===== config.mk =====
export PLATFORM = sky130hd
export DESIGN_NAME = pwm_wavegen
export DESIGN_NICKNAME = d
export VERILOG_FILES = /design/src/rtl/pwm_wavegen_pkg.sv /design/src/rtl/pwm_wavegen_ctrl.sv /design/src/rtl/pwm_wavegen_dp.sv /design/src/rtl/pwm_wavegen.sv
export SDC_FILE = /design/constraint.sdc
export NUM_CORES = 1
export LEC_CHECK = 0
export BUFFER_PORTS_ARGS = -buffer_cell sky130_fd_sc_hd__buf_2
export CAP_MARGIN = 20
export CORE_ASPECT_RATIO = 0.5
export CORE_MARGIN = 4
export CORE_UTILIZATION = 30
export CTS_CLUSTER_SIZE = 25
export DETAILED_ROUTE_END_ITERATION = 7
export PLACE_DENSITY = 0.55
export SYNTH_ARGS = -nofsm -noshare
export SYNTH_HDL_FRONTEND = slang
export SYNTH_SLANG_ARGS = --single-unit

===== constraint.sdc =====
create_clock -name clk -period 3.2 [get_ports clk]
set_clock_uncertainty 0.15 [all_clocks]
set_input_delay 0.16 -clock clk [delete_from_list [all_inputs] [get_ports clk]]
set_output_delay 0.16 -clock clk [all_outputs]
set_load 0.01 [all_outputs]

===== src/rtl/pwm_wavegen_pkg.sv =====
package pwm_wavegen_pkg;
  localparam int PRESC_W = 8;
  localparam int PER_W   = 16;

  typedef struct packed {
    logic [PRESC_W-1:0] prescK;
    logic               level;
    logic [PER_W-1:0]   entire;
    logic [PER_W-1:0]   activeCnt;
    logic               enable;
  } pwmCfg_t;

  typedef struct packed {
    logic clear;
    logic step;
  } pwmStrb_t;
endpackage


===== src/rtl/pwm_wavegen_ctrl.sv =====
module pwm_wavegen_ctrl
  import pwm_wavegen_pkg::*;
#(
  parameter int DATA_W   = 32,
  parameter int ADDR_W   = 2,
  parameter int CHAN_IDX = 0
) (
  input  logic              clk,
  input  logic              rst_n,
  input  logic              tickIn,
  input  logic              wrEn,
  input  logic [ADDR_W-1:0] wrAddr,
  input  logic [DATA_W-1:0] wrData,
  output pwmCfg_t           cfg,
  output pwmStrb_t          strb
);
  localparam logic [ADDR_W-1:0] ADDR_CTRL   = ADDR_W'(0);
  localparam logic [ADDR_W-1:0] ADDR_PERIOD = ADDR_W'(1);
  localparam logic [ADDR_W-1:0] ADDR_EN     = ADDR_W'(2);
  localparam int LEVEL_BIT = PRESC_W;
  localparam int ENT_LSB   = DATA_W - PER_W;

  logic wrCtrl, wrPeriod, wrEnable;
  assign wrCtrl   = wrEn && (wrAddr == ADDR_CTRL);
  assign wrPeriod = wrEn && (wrAddr == ADDR_PERIOD);
  assign wrEnable = wrEn && (wrAddr == ADDR_EN);

  always_ff @(posedge clk or negedge rst_n) begin
    if (!rst_n) begin
      cfg <= '0;
    end else begin
      if (wrCtrl) begin
        cfg.prescK <= wrData[PRESC_W-1:0];
        cfg.level  <= wrData[LEVEL_BIT];
      end
      if (wrPeriod) begin
        cfg.entire    <= wrData[DATA_W-1:ENT_LSB];
        cfg.activeCnt <= wrData[PER_W-1:0];
      end
      if (wrEnable) begin
        cfg.enable <= wrData[CHAN_IDX];
      end
    end
  end

  always_comb begin
    strb.clear = wrCtrl || wrPeriod || !cfg.enable;
    strb.step  = tickIn;
  end
endmodule


===== src/rtl/pwm_wavegen_dp.sv =====
module pwm_wavegen_dp
  import pwm_wavegen_pkg::*;
(
  input  logic     clk,
  input  logic     rst_n,
  input  pwmCfg_t  cfg,
  input  pwmStrb_t strb,
  output logic     padOut,
  output logic     padOe
);
  logic [PRESC_W-1:0] preCnt;
  logic [PER_W-1:0]   stepCnt;
  logic               preWrap;
  logic               inActive;

  assign preWrap = (preCnt == cfg.prescK);

  always_ff @(posedge clk or negedge rst_n) begin
    if (!rst_n) begin
      preCnt  <= '0;
      stepCnt <= '0;
    end else if (strb.clear) begin
      preCnt  <= '0;
      stepCnt <= '0;
    end else if (strb.step) begin
      if (preWrap) begin
        preCnt  <= '0;
        stepCnt <= (stepCnt == cfg.entire) ? '0 : stepCnt + 1'b1;
      end else begin
        preCnt <= preCnt + 1'b1;
      end
    end
  end

  assign inActive = (stepCnt < cfg.activeCnt);

  always_comb begin
    padOe  = cfg.enable;
    padOut = cfg.enable && (inActive ? cfg.level : !cfg.level);
  end

  assert_pre_bound_R1: assert property (@(posedge clk) disable iff (!rst_n)
    preCnt <= cfg.prescK);

  assert_step_bound_R3: assert property (@(posedge clk) disable iff (!rst_n)
    stepCnt <= cfg.entire);

  assert_restart_R6: assert property (@(posedge clk) disable iff (!rst_n)
    strb.clear |=> (preCnt == '0 && stepCnt == '0));

  assert_full_active_R7: assert property (@(posedge clk) disable iff (!rst_n)
    (padOe && cfg.activeCnt > cfg.entire) |-> (padOut == cfg.level));

  assert_zero_active_R8: assert property (@(posedge clk) disable iff (!rst_n)
    (padOe && cfg.activeCnt == '0) |-> (padOut == !cfg.level));
endmodule


===== src/rtl/pwm_wavegen.sv =====
module pwm_wavegen
  import pwm_wavegen_pkg::*;
#(
  parameter int DATA_W   = 32,
  parameter int ADDR_W   = 2,
  parameter int CHAN_IDX = 0
) (
  input  logic              clk,
  input  logic              rst_n,
  input  logic              tickIn,
  input  logic              wrEn,
  input  logic [ADDR_W-1:0] wrAddr,
  input  logic [DATA_W-1:0] wrData,
  output logic              padOut,
  output logic              padOe
);
  pwmCfg_t  cfg;
  pwmStrb_t strb;

  pwm_wavegen_ctrl #(
    .DATA_W(DATA_W), .ADDR_W(ADDR_W), .CHAN_IDX(CHAN_IDX)
  ) u_ctrl (
    .clk(clk), .rst_n(rst_n), .tickIn(tickIn), .wrEn(wrEn),
    .wrAddr(wrAddr), .wrData(wrData), .cfg(cfg), .strb(strb)
  );

  pwm_wavegen_dp u_dp (
    .clk(clk), .rst_n(rst_n), .cfg(cfg), .strb(strb),
    .padOut(padOut), .padOe(padOe)
  );
endmodule


## Word level (Yosys, flattened, before mapping)

Index checks and enable logic that the tools add are counted.

| cells by class | value |
|---|---|
| $add $sub $neg | 2 |
| order comparisons | 1 |
| equal/unequal tests | 4 |
| muxes and demuxes | 8 |
| reductions and logical operators | 12 |

Operator list:

| cell | number |
|---|---|
| 16-bit 2-to-1 mux | 4 |
| 8-bit 2-to-1 mux | 3 |
| 16-bit by 1-bit adder with 16-bit output (second input constant) | 1 |
| 16-bit == test | 1 |
| 16-bit < comparator | 1 |
| 8-bit by 1-bit adder with 8-bit output (second input constant) | 1 |
| 8-bit == test | 1 |
| 1-bit logical AND | 4 |
| 2-bit nonzero test | 2 |
| 2-bit by 1-bit == test with 1-bit output (second input constant) | 1 |
| 2-bit == test (second input constant) | 1 |
| 1-bit zero test | 2 |
| 2-bit zero test | 1 |
| 1-bit logical OR | 2 |
| 2-bit AND reduction | 1 |
| 1-bit 2-to-1 mux | 1 |

| word-level totals | value |
|---|---|
| bits in registers | 66 |
| logic and storage cells | 34 |

## Longest topological paths before layout

| logic depth | value |
|---|---|
| depth after elaboration | 6 |
| gate-level depth with buffers | 7 |

## Hierarchy

Synthesis repeated with hierarchy kept, for this count alone.

| second synthesis, totals | value |
|---|---|
| cell total of the unflattened synthesis | 322 |
| area total of the unflattened synthesis | 3774.9 µm² |

By module, submodules not included:

| module | instances | cells an instance | area each (µm²) | sequential area each (µm²) |
|---|---|---|---|---|
| pwm_wavegen_dp | 1 | 228 | 2040.7 | 600.6 |
| pwm_wavegen_ctrl | 1 | 94 | 1734.2 | 1051.0 |

## Worst setup path before layout

OpenSTA, ideal clock, no wires.

| path | value |
|---|---|
| path type | reg2out |
| start point | register u_dp.stepCnt[9] |
| end point | output padOut |
| arrival time | 1.927 ns |
| data required time | 2.890 ns |
| setup slack | 0.963 ns |
| cell stages (with the launch flop) | 7 |
| buffers on the path | 0 |
| path through | dfrtp_1 ha_1 a21oi_1 o21ai_0 a221o_1 or4_1 and3_1 |

| on the way | value |
|---|---|
| cells in the longest elaborated chain, start to end | 3 |

Ends and longest elaborated chain:

| element | line | text |
|---|---|---|
| start: declaration | pwm_wavegen_dp.sv:12 | `logic [PER_W-1:0] stepCnt;` |
| start signal: assignment | pwm_wavegen_dp.sv:28 | `stepCnt <= (stepCnt == cfg.entire) ? '0 : stepCnt + 1'b1;` |
| 16-bit < comparator | pwm_wavegen_dp.sv:35 | `assign inActive = (stepCnt < cfg.activeCnt);` |
| 1-bit 2-to-1 mux | pwm_wavegen_dp.sv:39 | `padOut = cfg.enable && (inActive ? cfg.level : !cfg.level);` |
| 1-bit logical AND | pwm_wavegen_dp.sv:39 |  |
| end: declaration | pwm_wavegen.sv:14 | `output logic padOut,` |

No other way between the ends.

## Worst setup path in the final report

Same ends and word-level chain as after synthesis.

==> reports/summary.txt <==
Hold buffer count at CTS = 33
Setup Crit Path Kind = reg2out
Clock sink count = 66
Wire length per cell = 14.24 µm
Die Wd = 163.0 µm
P_int = 1.807 mW
Buffers on Ports = 39
Met2 Usage GRT = 19.62%
Clk pwr share = 41.1%
IR drop worst, VDD = 0.0002704 V
Routed vias = 2,619
Sequential fraction of the synthesis area = 45.83%
Crit path DAT = 2530 ps
Top FF cell, synth = dfrtp_1
Die area = 13,940 µm²
Top post-synthesis cells by count = dfrtp_1, mux2_2, xnor2_1
XOR/XNOR Fraction of Synth Area = 7.257%
Register bit total from synthesis = 66
Antenna-violating nets left = 0
Synth top area share = 45.83%
Sw Share = 24.60%
Core area = 11,350 µm²
Post-route setup TNS = 0 ps
Slew @ Worst Pin = 856.4 ps
Die Span Y = 85.50 µm
Post-Syn Area = 3603 µm²
Critical-path maximum fanout = 7
Largest family of logic cells by synthesized area = multiplexers
Fmax = 0.3522 GHz
# IOs = 40
Post-synth cell types = 41
P per Cell Area = 519.6 nW/µm²
WL final = 7905 µm
P_sw = 589.6 µW
Rows = 27
Most numerous cell in the Yosys netlist = dfrtp_1
Clock transition at path regs = 50 ps
Tmin final = 2840 ps
Worst path required time = 2890 ps
Detailed Route Iter0 Violations = 99
Comb pwr share = 16.6%
Post-CTS setup buffer count = 0
Critical path's largest stage delay = 460 ps
Post-synthesis mux area share = 13.75%
Outcome = completed
Post-synth EDFFs = 0
Final period util = 88.74%
Gr busiest metal = met2
Final net count = 446
Grt met3 use = 3.889%
Largest net degree at the start of global routing = 33
Max cap viols = 0
CTS tree = built
Initial antenna violation count = 0
Final hold slack = 33.40 ps
GR Layer Usage met1 = 16.24%
Total number of yosys warnings = 0
Dpl hpwl = 5677 µm
Adder-cell area share of the yosys netlist = 5.903%
GPL Wtd Cong = 0.7990
Diode count = 0
Share of cells above drive strength 1 = 27.53%
RSZ-0062 raised after global routing = no
Critical Path Source Type = flop
Fraction of registers with async set/reset = 100.0%
Routed vias/inst = 4.719
Syn nets = 367
Total power = 2.396 mW
Clock Latency Late Sink = 330 ps
Simple-gate share of the synthesized area = 12.74%
Pre-Repair DR Iteration Count = 4
Num CTS Buffers = 9
R2r setup slk = 840 ps
Clock tree buffer depth = 2
Total Routing Usage GR = 12.24%
Vias in the first global route = 2,704
Total grt overflow = 0
DR DRC count = 0
Max-slew violations = 0
CP max stage cell = dfrtp_1
First-pass GRT wire length = 13,610 µm
Crit end category = output pin
Complex-gate fraction of the synthesized area = 10.56%
Starting Density = 31.75%
Root buffer cell = clkbuf_16
Hold Path Class = in2reg
Setup violators final = 0
Crit-path cells = ha_1 > a21oi_1 > o21ai_0 > a221o_1 > or4_1 > and3_1 > buf_2
Final hold violation count = 0
Cell taking the most area after synthesis = dfrtp_1
Synth area leaders = dfrtp_1, mux2_2, ha_1
# resized after CTS = 0
Leakage = 2.080 nW
DP Worst Slack = 730.1 ps
Layout area overhead = 27.99%
Sequential share of power = 42.3%
Final setup margin = 360.3 ps
Synth Area per Inst = 11.55 µm²
Mapped Cells = 312
Max-slew headroom = 42.48%
H-tree levels = 3
==> layout by cell type, fill, tap and decap left out, drive strengths merged, types with 7 or more instances in the layout <==
master / n
a21oi: 8
ha: 17
buf: 46
xnor2: 24
nor2: 12
clkbuf: 14
dfrtp: 66
inv: 20
dlygate4sd3: 33
o31ai: 15
nand4: 11
a22o: 14
nand2: 8
nor2b: 9
and3: 7
mux2: 44
==> worst max-delay path, delay by kind of cell, from the launching register on <==
kind,cells,cell delay (ps)
and+or+nand+nor,2,640
buffers and inverters,1,130
AOI/OAI and AO/OA,3,650
adders and majority gates,1,320
DFF,1,460
==> path summary, 6_finish.rpt <==
check / endpoint / cells after the start / start
min: u_dp.preCnt[1] / 3 / tickIn
max reg2reg: u_dp.stepCnt[14] / 6 / u_dp.stepCnt[14]
min in group asynchronous: u_ctrl.cfg[39] / 2 / rst_n
min reg2reg: u_ctrl.cfg[13] / 1 / u_ctrl.cfg[13]
max in group asynchronous: u_dp.stepCnt[7] / 3 / rst_n
max: padOut / 7 / u_dp.stepCnt[9]
==> state kept, by name, summed over array words and instances (netlist names) <==
register      cells
u_ctrl.cfg       42
u_dp.preCnt       8
u_dp.stepCnt     16
==> power groups by stage <==
stage	clock network, mW	logic, mW	registers, mW
5_1_grt	1.06	0.450	1.03
3_5_place_dp	0	0.370	1.03
6_report	0.986	0.397	1.01
2_1_floorplan	0	0.273	1.01
4_1_cts	1.01	0.404	1.02
3_3_place_gp	0	0.368	1.03
==> layer usage <==
layer  share of wire (%)  vias up
li1                    -     1301
met1                  49     1274
met2                  46       37
met3                 3.3        7
met4                0.95        0
met5                   0        -
==> logic make-up (layout without fill, tap and decap cells) <==
| family | Yosys count | count (layout) |
|---|---|---|
| simple gates | 75 | 75 |
| flops | 66 | 66 |
| fa+ha+maj | 17 | 17 |
| buf+inv | 31 | 115 |
| compound gates | 50 | 50 |
| mux | 44 | 44 |
| xor+xnor | 29 | 29 |
==> metrics by stage <==
step                utilization [%]  instances  instance area [µm²]
CTS                           40.63        555                 4612
finish                        40.63        555                 4612
detailed placement            35.09        506                 3983
global route                  40.63        555                 4612
floorplan                         -        312                 3603
global placement              35.09        506                 3983
==> cell type report <==
| type | count | area, µm² |
|---|---|---|
| multi-input cells | 215 | 1809 |
| flip-flops and latches | 66 | 1652 |
| clock buffers | 14 | 264.0 |
| inverters | 20 | 75.07 |
| well taps | 159 | 198.9 |
| repair buffers | 79 | 578.1 |
| clock inverters | 2 | 35.03 |
| fillers | 1157 | 6739 |
(Power assumes the default switching activity.)
